### src/rtl/ipi_pkg.sv
package ipi_pkg;
  localparam logic [7:0] DISPATCH_BASE = 8'h40;
  localparam int unsigned SLOT_SHIFT = 4;
endpackage

### src/rtl/ipi_decode.sv
module ipi_decode #(
  parameter int unsigned NCH    = 4,
  parameter int unsigned NCPU   = 4,
  parameter int unsigned ADDR_W = 8,
  parameter int unsigned DATA_W = 32
) (
  input  logic              wr_valid,
  input  logic [ADDR_W-1:0] wr_addr,
  input  logic [DATA_W-1:0] wr_data,
  output logic [NCH-1:0]    wr_hit,
  output logic [NCPU-1:0]   wr_bits
);
  import ipi_pkg::*;

  // only the low NCPU data bits are used
  assign wr_bits = wr_data[NCPU-1:0];

  generate
    if (DATA_W > NCPU) begin : g_hi
      logic unused_hi;
      assign unused_hi = ^wr_data[DATA_W-1:NCPU];
    end
  endgenerate

  // one aligned slot per channel
  generate
    for (genvar c = 0; c < NCH; c++) begin : g_slot
      localparam logic [ADDR_W-1:0] SLOT =
        ADDR_W'(DISPATCH_BASE) + ADDR_W'(c << SLOT_SHIFT);
      assign wr_hit[c] = wr_valid && (wr_addr == SLOT);
    end
  endgenerate
endmodule

### src/rtl/ipi_chan.sv
module ipi_chan #(
  parameter int unsigned NCPU = 4
) (
  input  logic            clk,
  input  logic            rst_n,
  input  logic            wr_hit,
  input  logic [NCPU-1:0] wr_bits,
  input  logic [NCPU-1:0] ack_clr,
  output logic [NCPU-1:0] mask,
  output logic            trig
);
  logic [NCPU-1:0] mask_nx;

  // clear first, then merge the new request
  always_comb begin
    mask_nx = mask & ~ack_clr;
    if (wr_hit) mask_nx = mask_nx | wr_bits;
  end

  always_ff @(posedge clk or negedge rst_n) begin
    if (!rst_n) begin
      mask <= '0;
      trig <= 1'b0;
    end else begin
      mask <= mask_nx;
      trig <= wr_hit || ((|ack_clr) && (|mask_nx));
    end
  end

  a_r2_or_merge: assert property (@(posedge clk) disable iff (!rst_n)
    wr_hit |=> ((mask & $past(wr_bits)) == $past(wr_bits)));

  a_r3_trig_on_write: assert property (@(posedge clk) disable iff (!rst_n)
    wr_hit |=> trig);

  a_r4_own_bit_only: assert property (@(posedge clk) disable iff (!rst_n)
    (!wr_hit && (|ack_clr)) |=>
      (((mask & $past(ack_clr)) == '0) &&
       ((($past(mask) & ~$past(ack_clr)) & ~mask) == '0)));

  a_r5_retrigger: assert property (@(posedge clk) disable iff (!rst_n)
    ((|ack_clr) && ((mask & ~ack_clr) != '0)) |=> (trig && (mask != '0)));

  a_r6_reset_clear: assert property (@(posedge clk)
    !rst_n |=> (mask == '0));

  a_r9_collide_kept: assert property (@(posedge clk) disable iff (!rst_n)
    (wr_hit && ((ack_clr & wr_bits) != '0)) |=>
      ((mask & $past(ack_clr & wr_bits)) == $past(ack_clr & wr_bits)));
endmodule

### src/rtl/ipi_pick.sv
module ipi_pick #(
  parameter int unsigned NCH  = 4,
  parameter int unsigned ID_W = 3
) (
  input  logic [NCH-1:0]  pend,
  output logic [ID_W-1:0] id
);
  // lowest pending channel wins; all ones when none
  always_comb begin
    id = '1;
    for (int c = NCH - 1; c >= 0; c--) begin
      if (pend[c]) id = ID_W'(c);
    end
  end
endmodule

### src/rtl/ipi_dispatch.sv
module ipi_dispatch #(
  parameter int unsigned NCPU   = 4,
  parameter int unsigned NCH    = 4,
  parameter int unsigned ADDR_W = 8,
  parameter int unsigned DATA_W = 32,
  localparam int unsigned ID_W  = $clog2(NCH) + 1
) (
  input  logic                 clk,
  input  logic                 rst_n,
  input  logic                 wr_valid,
  output logic                 wr_ready,
  input  logic [ADDR_W-1:0]    wr_addr,
  input  logic [DATA_W-1:0]    wr_data,
  input  logic [NCPU-1:0]      ack_valid,
  output logic [NCPU-1:0]      ack_ready,
  output logic [NCPU*ID_W-1:0] ack_id,
  output logic [NCPU-1:0]      irq,
  output logic [NCH-1:0]       chan_active,
  output logic [NCH-1:0]       chan_trig
);
  localparam logic [ID_W-1:0] SPUR = '1;

  logic [NCH-1:0]            wr_hit;
  logic [NCPU-1:0]           wr_bits;
  logic [NCH-1:0][NCPU-1:0]  mask_all;
  logic [NCH-1:0][NCPU-1:0]  clr_all;
  logic [NCPU-1:0][NCH-1:0]  pend_all;
  logic [NCPU-1:0][ID_W-1:0] id_all;

  // never back-pressure
  assign wr_ready  = 1'b1;
  assign ack_ready = '1;

  ipi_decode #(.NCH(NCH), .NCPU(NCPU), .ADDR_W(ADDR_W), .DATA_W(DATA_W)) u_dec (
    .wr_valid (wr_valid),
    .wr_addr  (wr_addr),
    .wr_data  (wr_data),
    .wr_hit   (wr_hit),
    .wr_bits  (wr_bits)
  );

  generate
    for (genvar c = 0; c < NCH; c++) begin : g_ch
      for (genvar n = 0; n < NCPU; n++) begin : g_clr
        assign clr_all[c][n] = ack_valid[n] && (id_all[n] == ID_W'(c));
      end

      ipi_chan #(.NCPU(NCPU)) u_chan (
        .clk     (clk),
        .rst_n   (rst_n),
        .wr_hit  (wr_hit[c]),
        .wr_bits (wr_bits),
        .ack_clr (clr_all[c]),
        .mask    (mask_all[c]),
        .trig    (chan_trig[c])
      );

      assign chan_active[c] = |mask_all[c];
    end

    for (genvar n = 0; n < NCPU; n++) begin : g_cpu
      for (genvar c = 0; c < NCH; c++) begin : g_pend
        assign pend_all[n][c] = mask_all[c][n];
      end

      ipi_pick #(.NCH(NCH), .ID_W(ID_W)) u_pick (
        .pend (pend_all[n]),
        .id   (id_all[n])
      );

      assign irq[n] = |pend_all[n];
      assign ack_id[n*ID_W +: ID_W] = id_all[n];

      a_r8_irq_has_id: assert property (@(posedge clk) disable iff (!rst_n)
        irq[n] |-> (ack_id[n*ID_W +: ID_W] != SPUR));
      a_r8_idle_spurious: assert property (@(posedge clk) disable iff (!rst_n)
        !irq[n] |-> (ack_id[n*ID_W +: ID_W] == SPUR));
    end
  endgenerate
endmodule

### config.mk
export PLATFORM = sky130hd
export DESIGN_NAME = ipi_dispatch
export DESIGN_NICKNAME = d
export VERILOG_FILES = /design/src/rtl/ipi_pkg.sv /design/src/rtl/ipi_decode.sv /design/src/rtl/ipi_chan.sv /design/src/rtl/ipi_pick.sv /design/src/rtl/ipi_dispatch.sv
export SDC_FILE = /design/constraint.sdc
export NUM_CORES = 1
export LEC_CHECK = 0
export BUFFER_PORTS_ARGS = -buffer_cell sky130_fd_sc_hd__buf_2
export CAP_MARGIN = 20
export CORE_MARGIN = 1.5
export CORE_UTILIZATION = 40
export DETAILED_ROUTE_END_ITERATION = 12
export HOLD_SLACK_MARGIN = 0.1
export PLACE_DENSITY = 0.75
export SYNTH_ARGS = -nofsm -noshare
export SYNTH_HDL_FRONTEND = slang
export SYNTH_SLANG_ARGS = --single-unit
### constraint.sdc
create_clock -name clk -period 2.09 [get_ports clk]
set_input_delay 0.418 -clock clk [delete_from_list [all_inputs] [get_ports clk]]
set_output_delay 0.418 -clock clk [all_outputs]
set_load 0.05 [all_outputs]
==> results of run 1 <==
==> through the flow <==
| stage | hold WS, ns | total power, uW | TNS, ns | cell area (um^2) | setup slack [ns] |
|---|---|---|---|---|---|
| after global routing | 0.368 | 733 | 0 | 1550 | 0.0782 |
| after CTS | 0.361 | 713 | 0 | 1550 | 0.102 |
| after floorplan | 0.122 | 458 | -0.00184 | 1310 | -0.00184 |
| after detailed placement | 0.390 | 492 | 0 | 1510 | 0.366 |
| after global placement | 0.386 | 491 | 0 | 1510 | 0.364 |
| final | 0.365 | 707 | 0 | 1550 | 0.110 |
==> power groups by stage <==
stage | sequential (uW) | clock (uW) | combinational [uW]
2_1_floorplan | 396 | 0 | 61.8
3_3_place_gp | 396 | 0 | 94.9
3_5_place_dp | 396 | 0 | 95.8
4_1_cts | 389 | 226 | 97.5
5_1_grt | 389 | 240 | 104
6_report | 389 | 222 | 96.4
==> layout make-up <==
class,count,share of cell area
tap,44,0.0355
inverter,16,0.0483
clock buffer,4,0.0234
timing repair buffer,43,0.142
sequential,20,0.322
multi-input combinational,106,0.429
==> how the worst min path moves through the flow <==
stage,from,end,slack [ns],cells past startpoint
final,wr_data[1],g_ch[2].u_chan.mask[1],0.36,3
after global routing,wr_data[2],g_ch[1].u_chan.mask[2],0.37,3
after CTS,wr_data[1],g_ch[2].u_chan.mask[1],0.36,3
after detailed placement,rst_n,g_ch[3].u_chan.mask[2],0.39,1
after global placement,rst_n,g_ch[3].u_chan.mask[2],0.39,1
after floorplan,rst_n,g_ch[0].u_chan.mask[0],0.12,0
==> synthesized netlist by cell type, types with 2 or more instances <==
cell | instances | share of area
nand2b_1 | 5 | 0.025
inv_1 | 16 | 0.048
a222oi_1 | 2 | 0.016
or4_1 | 4 | 0.024
o22ai_1 | 2 | 0.0099
or3b_2 | 2 | 0.014
dfrtp_1 | 20 | 0.40
nor4_4 | 2 | 0.034
nor4bb_1 | 4 | 0.032
o21ai_0 | 6 | 0.024
o21ai_1 | 3 | 0.012
and3_1 | 2 | 0.0099
nand2_1 | 35 | 0.10
a21oi_1 | 4 | 0.016
nor2_1 | 11 | 0.033
buf_4 | 9 | 0.054
==> registers in the layout, summed over array words and instances (netlist names) <==
signal and flops:
g_ch.u_chan.trig 4, g_ch.u_chan.mask 16
==> worst max-delay path: cells and delay by family (launching register included) <==
family                 cells  cell delay [ns]
and+or+nand+nor            1             0.53
DFF                        1             0.51
buffers and inverters      1             0.22
==> placed cells by master (no fill, tap or decap), drive strengths merged, types with 3 or more instances in the layout <==
cell type / n
buf: 42
nor2: 11
nand2b: 5
a21oi: 4
nand2: 35
or4: 4
or3b: 3
clkbuf: 4
dfrtp: 20
inv: 12
o21ai: 9
nor4: 3
conb: 5
nor4bb: 4
clkinvlp: 4
==> routing by layer <==
metal | part of all wire | track usage | up-vias
met5 | 0 | 0 | -
met4 | 0.015 | 0.0779 | 0
met3 | 0.057 | 0.0240 | 4
met2 | 0.45 | 0.292 | 53
met1 | 0.48 | 0.236 | 560
li1 | - | - | 592
==> logic make-up after synthesis <==
group                  count (synthesis)
AND/OR/NAND/NOR                       75
buffers and inverters                 26
other                                  1
flip-flops                            20
AO/OA/AOI/OAI                         26
==> impl_metrics.env, run 1 <==
export IMPL_die_h_um=59.2
export IMPL_status="complete, no violations"
export IMPL_netlist_instances=148
export IMPL_yosys_warnings=0
export IMPL_slowest_delay_ns=0.53
export IMPL_cp_startpoint="g_ch[0].u_chan.mask[3]"
export IMPL_route_vias_total=1209
export IMPL_p_leak_uw=0.000801
export IMPL_antenna_found_initial=0
export IMPL_cts_tree="done"
export IMPL_area_delta_synth_final_pct=23.0
export IMPL_drv_cap=0
export IMPL_regArea_um2=500
export IMPL_synth_edf_count=0
export IMPL_firstDrtPassIters=5
export IMPL_worst_setup_path_end_kind="primary output"
export IMPL_clk_path_buf_depth=2
export IMPL_ys_ff_latch=20
export IMPL_hold_viol_final=0
export IMPL_die_area_um2=3500
export IMPL_relSlewSlack=0.632
export IMPL_peakVddDrop_v=0.000155
export IMPL_clock_power_share=0.314
export IMPL_avgSynthCellArea_um2=8.53
export IMPL_r2r_setup_slack_ns=0.43
export IMPL_fin_nets=237
export IMPL_dpl_hpwl_mm=2.33
export IMPL_fillers=294
export IMPL_cts_sinks=20
export IMPL_post_cts_buffers=0
export IMPL_yosys_area_share_simple=0.354
export IMPL_r2r_end="g_ch[1].u_chan.trig"
export IMPL_r2r_start="g_ch[0].u_chan.mask[2]"
export IMPL_synthAdderAreaFrac=0
export IMPL_grt_max_degree=21
export IMPL_worstPathCellList="or4_1 -> buf_2"
export IMPL_initial_core_util=0.417
export IMPL_net_switching_power_uw=186
export IMPL_post_cts_resized=0
export IMPL_avgViaCountPerCell=5.19
export IMPL_ioPinCount=76
export IMPL_worst_setup_path_type="reg -> out"
export IMPL_grt_pass1_wl_mm=4.73
export IMPL_reg2reg_depth=3
export IMPL_cp_max_fo=10
export IMPL_powerDensity_nw_per_um2=455
export IMPL_synth_xor_area_share=0
export IMPL_finalSetupViolCount=0
export IMPL_dp_cells=228
export IMPL_arrival_ns=1.56
export IMPL_wire_per_inst_um=12.6
export IMPL_finish_utilization=0.513
export IMPL_synth_ff_type="dfrtp_1"
export IMPL_clkTransAtPathRegs_ns=0.11
export IMPL_multi_input_comb_area_um2=666
export IMPL_clk_latency_ns=0.30
export IMPL_worstPathRequired_ns=1.67
export IMPL_antenna_cells=0
export IMPL_final_layout_size_suffix_gt1_frac=0.344
export IMPL_cts_made_buffers=3
export IMPL_hold_buffers=1
export IMPL_portBuffers=42
export IMPL_netSwitchingFraction=0.263
export IMPL_rows=20
export IMPL_min_path_type="in -> reg"
export IMPL_post_route_min_period_ns=1.98
export IMPL_start_kind="register"
export IMPL_tightestPinTransition_ns=0.544
export IMPL_synth_top_family_by_area="simple AND/OR/NAND/NOR gates"
export IMPL_ys_async_sr_fraction=1.00
export IMPL_synth_compound_gate_area_share=0.143
export IMPL_slowest_stage="or4_1"
export IMPL_endpoint="chan_active[0]"
export IMPL_coreArea_um2=3030
export IMPL_synthDistinctLibCells=37
export IMPL_grt_pass1_vias=1052
export IMPL_grt_overflow=0
export IMPL_slew_viol_final=0
export IMPL_netlist_area_um2=1260
export IMPL_wirelength_mm=2.94
export IMPL_die_x_um=59.2
export IMPL_antenna_left=0
export IMPL_max_freq_ghz=0.505
export IMPL_drc_errors=0
export IMPL_p_int_uw=521
export IMPL_final_cells=233
export IMPL_grtUsageTotal=0.179
export IMPL_drt_iter0_drc=56
export IMPL_fin_crit_sh=0.948
export IMPL_cts_root_buf="clkbuf_4"
export IMPL_pwr_share_seq=0.550
export IMPL_finalWeightedCongestion=0.880
export IMPL_pwr_share_comb=0.136
export IMPL_grt_setup_unrepaired="no"
export IMPL_muxShareOfSynthArea=0
export IMPL_fin_skew_ns=0.00221
export IMPL_cts_htree_levels=1
export IMPL_synth_seq_area_share=0.396
Note: power is estimated with default switching activity, not from simulation.
==> run 2: changes to the inputs <==
- REMOVE_ABC_BUFFERS: unset -> 1
==> impl_metrics.env, run 2 (synthesis gave the netlist of run 1 again) <==
export IMPL_status="complete, no violations"
export IMPL_portBuffers=42
export IMPL_wirelength_mm=2.88
export IMPL_finalWeightedCongestion=0.896
export IMPL_reg_top3="g_ch.u_chan.mask: 16 flops, g_ch.u_chan.trig: 4 flops"
export IMPL_grt_pass1_wl_mm=4.71
export IMPL_slowest_stage="or4_1"
export IMPL_route_vias_total=1210
export IMPL_dpl_hpwl_mm=2.31
export IMPL_ioPinCount=76
export IMPL_hold_buffers=1
export IMPL_grt_max_degree=21
export IMPL_firstDrtPassIters=4
export IMPL_fin_skew_ns=0.00388
export IMPL_worst_setup_path_type="reg -> out"
export IMPL_drc_errors=0
export IMPL_peakVddDrop_v=0.000159
export IMPL_largest_reg_flops=16
export IMPL_fin_crit_sh=0.942
export IMPL_grt_setup_unrepaired="no"
export IMPL_final_common_cell="buf_2"
export IMPL_rows=20
export IMPL_clkTransAtPathRegs_ns=0.11
export IMPL_multi_input_comb_area_um2=646
export IMPL_antenna_cells=0
export IMPL_finalSetupViolCount=0
export IMPL_fillers=313
export IMPL_worstPathCellList="or4_1 -> buf_2"
export IMPL_final_cell_area_um2=1500
export IMPL_relSlewSlack=0.620
export IMPL_min_path_type="in -> reg"
export IMPL_post_cts_buffers=0
export IMPL_r2r_setup_slack_ns=0.44
export IMPL_cp_max_fo=10
export IMPL_cts_htree_levels=1
export IMPL_layout_common_cells="buf_2 (42), nand2_1 (35), dfrtp_1 (20)"
export IMPL_max_freq_ghz=0.508
export IMPL_cts_root_buf="clkbuf_4"
export IMPL_p_leak_uw=0.000793
export IMPL_drt_iter0_drc=87
export IMPL_path_delay_family="simple AND/OR/NAND/NOR gates"
export IMPL_slowest_delay_ns=0.52
export IMPL_cts_sinks=20
export IMPL_die_area_um2=3500
export IMPL_dpl_cell_area_um2=1470
export IMPL_regArea_um2=500
export IMPL_clk_latency_ns=0.30
export IMPL_antenna_found_initial=0
export IMPL_cts_made_buffers=3
export IMPL_critPathBufInv=1
export IMPL_powerDensity_nw_per_um2=444
export IMPL_die_x_um=59.2
export IMPL_fin_nets=237
export IMPL_die_h_um=59.2
export IMPL_wire_per_inst_um=12.4
export IMPL_start_kind="register"
export IMPL_cts_tree="done"
export IMPL_final_layout_size_suffix_gt1_frac=0.277
export IMPL_arrival_ns=1.55
export IMPL_worstPathRequired_ns=1.67
export IMPL_slew_viol_final=0
export IMPL_drv_cap=0
export IMPL_worst_setup_path_end_kind="primary output"
export IMPL_coreArea_um2=3030
export IMPL_tightestPinTransition_ns=0.563
export IMPL_antenna_left=0
export IMPL_totalNegativeSetupSlack_ns=0
export IMPL_initial_core_util=0.417
export IMPL_post_cts_resized=0
export IMPL_grt_overflow=0
export IMPL_grt_pass1_vias=1074
export IMPL_top_register="g_ch.u_chan.mask"
export IMPL_grtUsageTotal=0.177
export IMPL_area_delta_synth_final_pct=19.1
export IMPL_clk_path_buf_depth=2
export IMPL_post_route_min_period_ns=1.97
export IMPL_hold_viol_final=0
export IMPL_avgViaCountPerCell=5.22
## run 2: cell count changes in the layout (fill, tap and decap cells not counted), sizes merged
cell	previous run	this run
clkbuf	4	3
inv	12	16
clkinvlp	4	0
## run 2: through the flow
step | hold slack, ns | total power [uW] | util | worst slack, ns | std cells
final | 0.365 | 668 | 0.497 | 0.121 | 232
after floorplan | 0.122 | 449 | - | -0.530 | 142
after global placement | 0.386 | 490 | 0.486 | 0.360 | 228
after detailed placement | 0.389 | 491 | 0.486 | 0.350 | 228
after global routing | 0.363 | 694 | 0.497 | 0.0571 | 232
after CTS | 0.368 | 671 | 0.497 | 0.117 | 232
## run 2: worst paths after layout
kind / startpoint / to / cells past startpoint
setup / recovery: g_ch[0].u_chan.mask[3] / chan_active[0] / 2
hold / removal: wr_data[1] / g_ch[0].u_chan.mask[1] / 3
setup reg to reg: g_ch[0].u_chan.mask[2] / g_ch[1].u_chan.trig / 3
hold reg to reg: g_ch[3].u_chan.mask[0] / g_ch[3].u_chan.mask[0] / 2
max in group asynchronous: rst_n / g_ch[2].u_chan.mask[0] / 2
min in group asynchronous: rst_n / g_ch[1].u_chan.trig / 2
## run 2: report_power, final
part,switching (uW),internal (uW),leakage [uW]
clock,116,67.3,0.0000138
sequential,1.10,388,0.000279
combinational,68.1,27.2,0.000500
## run 2: cell type report
cell class | count | area share
multi-input combinational | 106 | 0.429
clock buffer | 3 | 0.0150
sequential | 20 | 0.333
tap | 44 | 0.0366
timing repair buffer | 43 | 0.146
inverter | 16 | 0.0399
## run 2: metal layers
layer	track usage	vias to the layer above	share of wire
met5	0	-	0
met4	0.0812	0	0.020
met3	0.0218	7	0.063
met2	0.279	62	0.46
met1	0.241	549	0.46
li1	-	592	-
## run 2: worst reg2reg max path: stages (launching register included)
cell and delay (ns):
dfrtp_1 0.49, o21ai_0 0.37, a32oi_1 0.15, or4_1 0.52
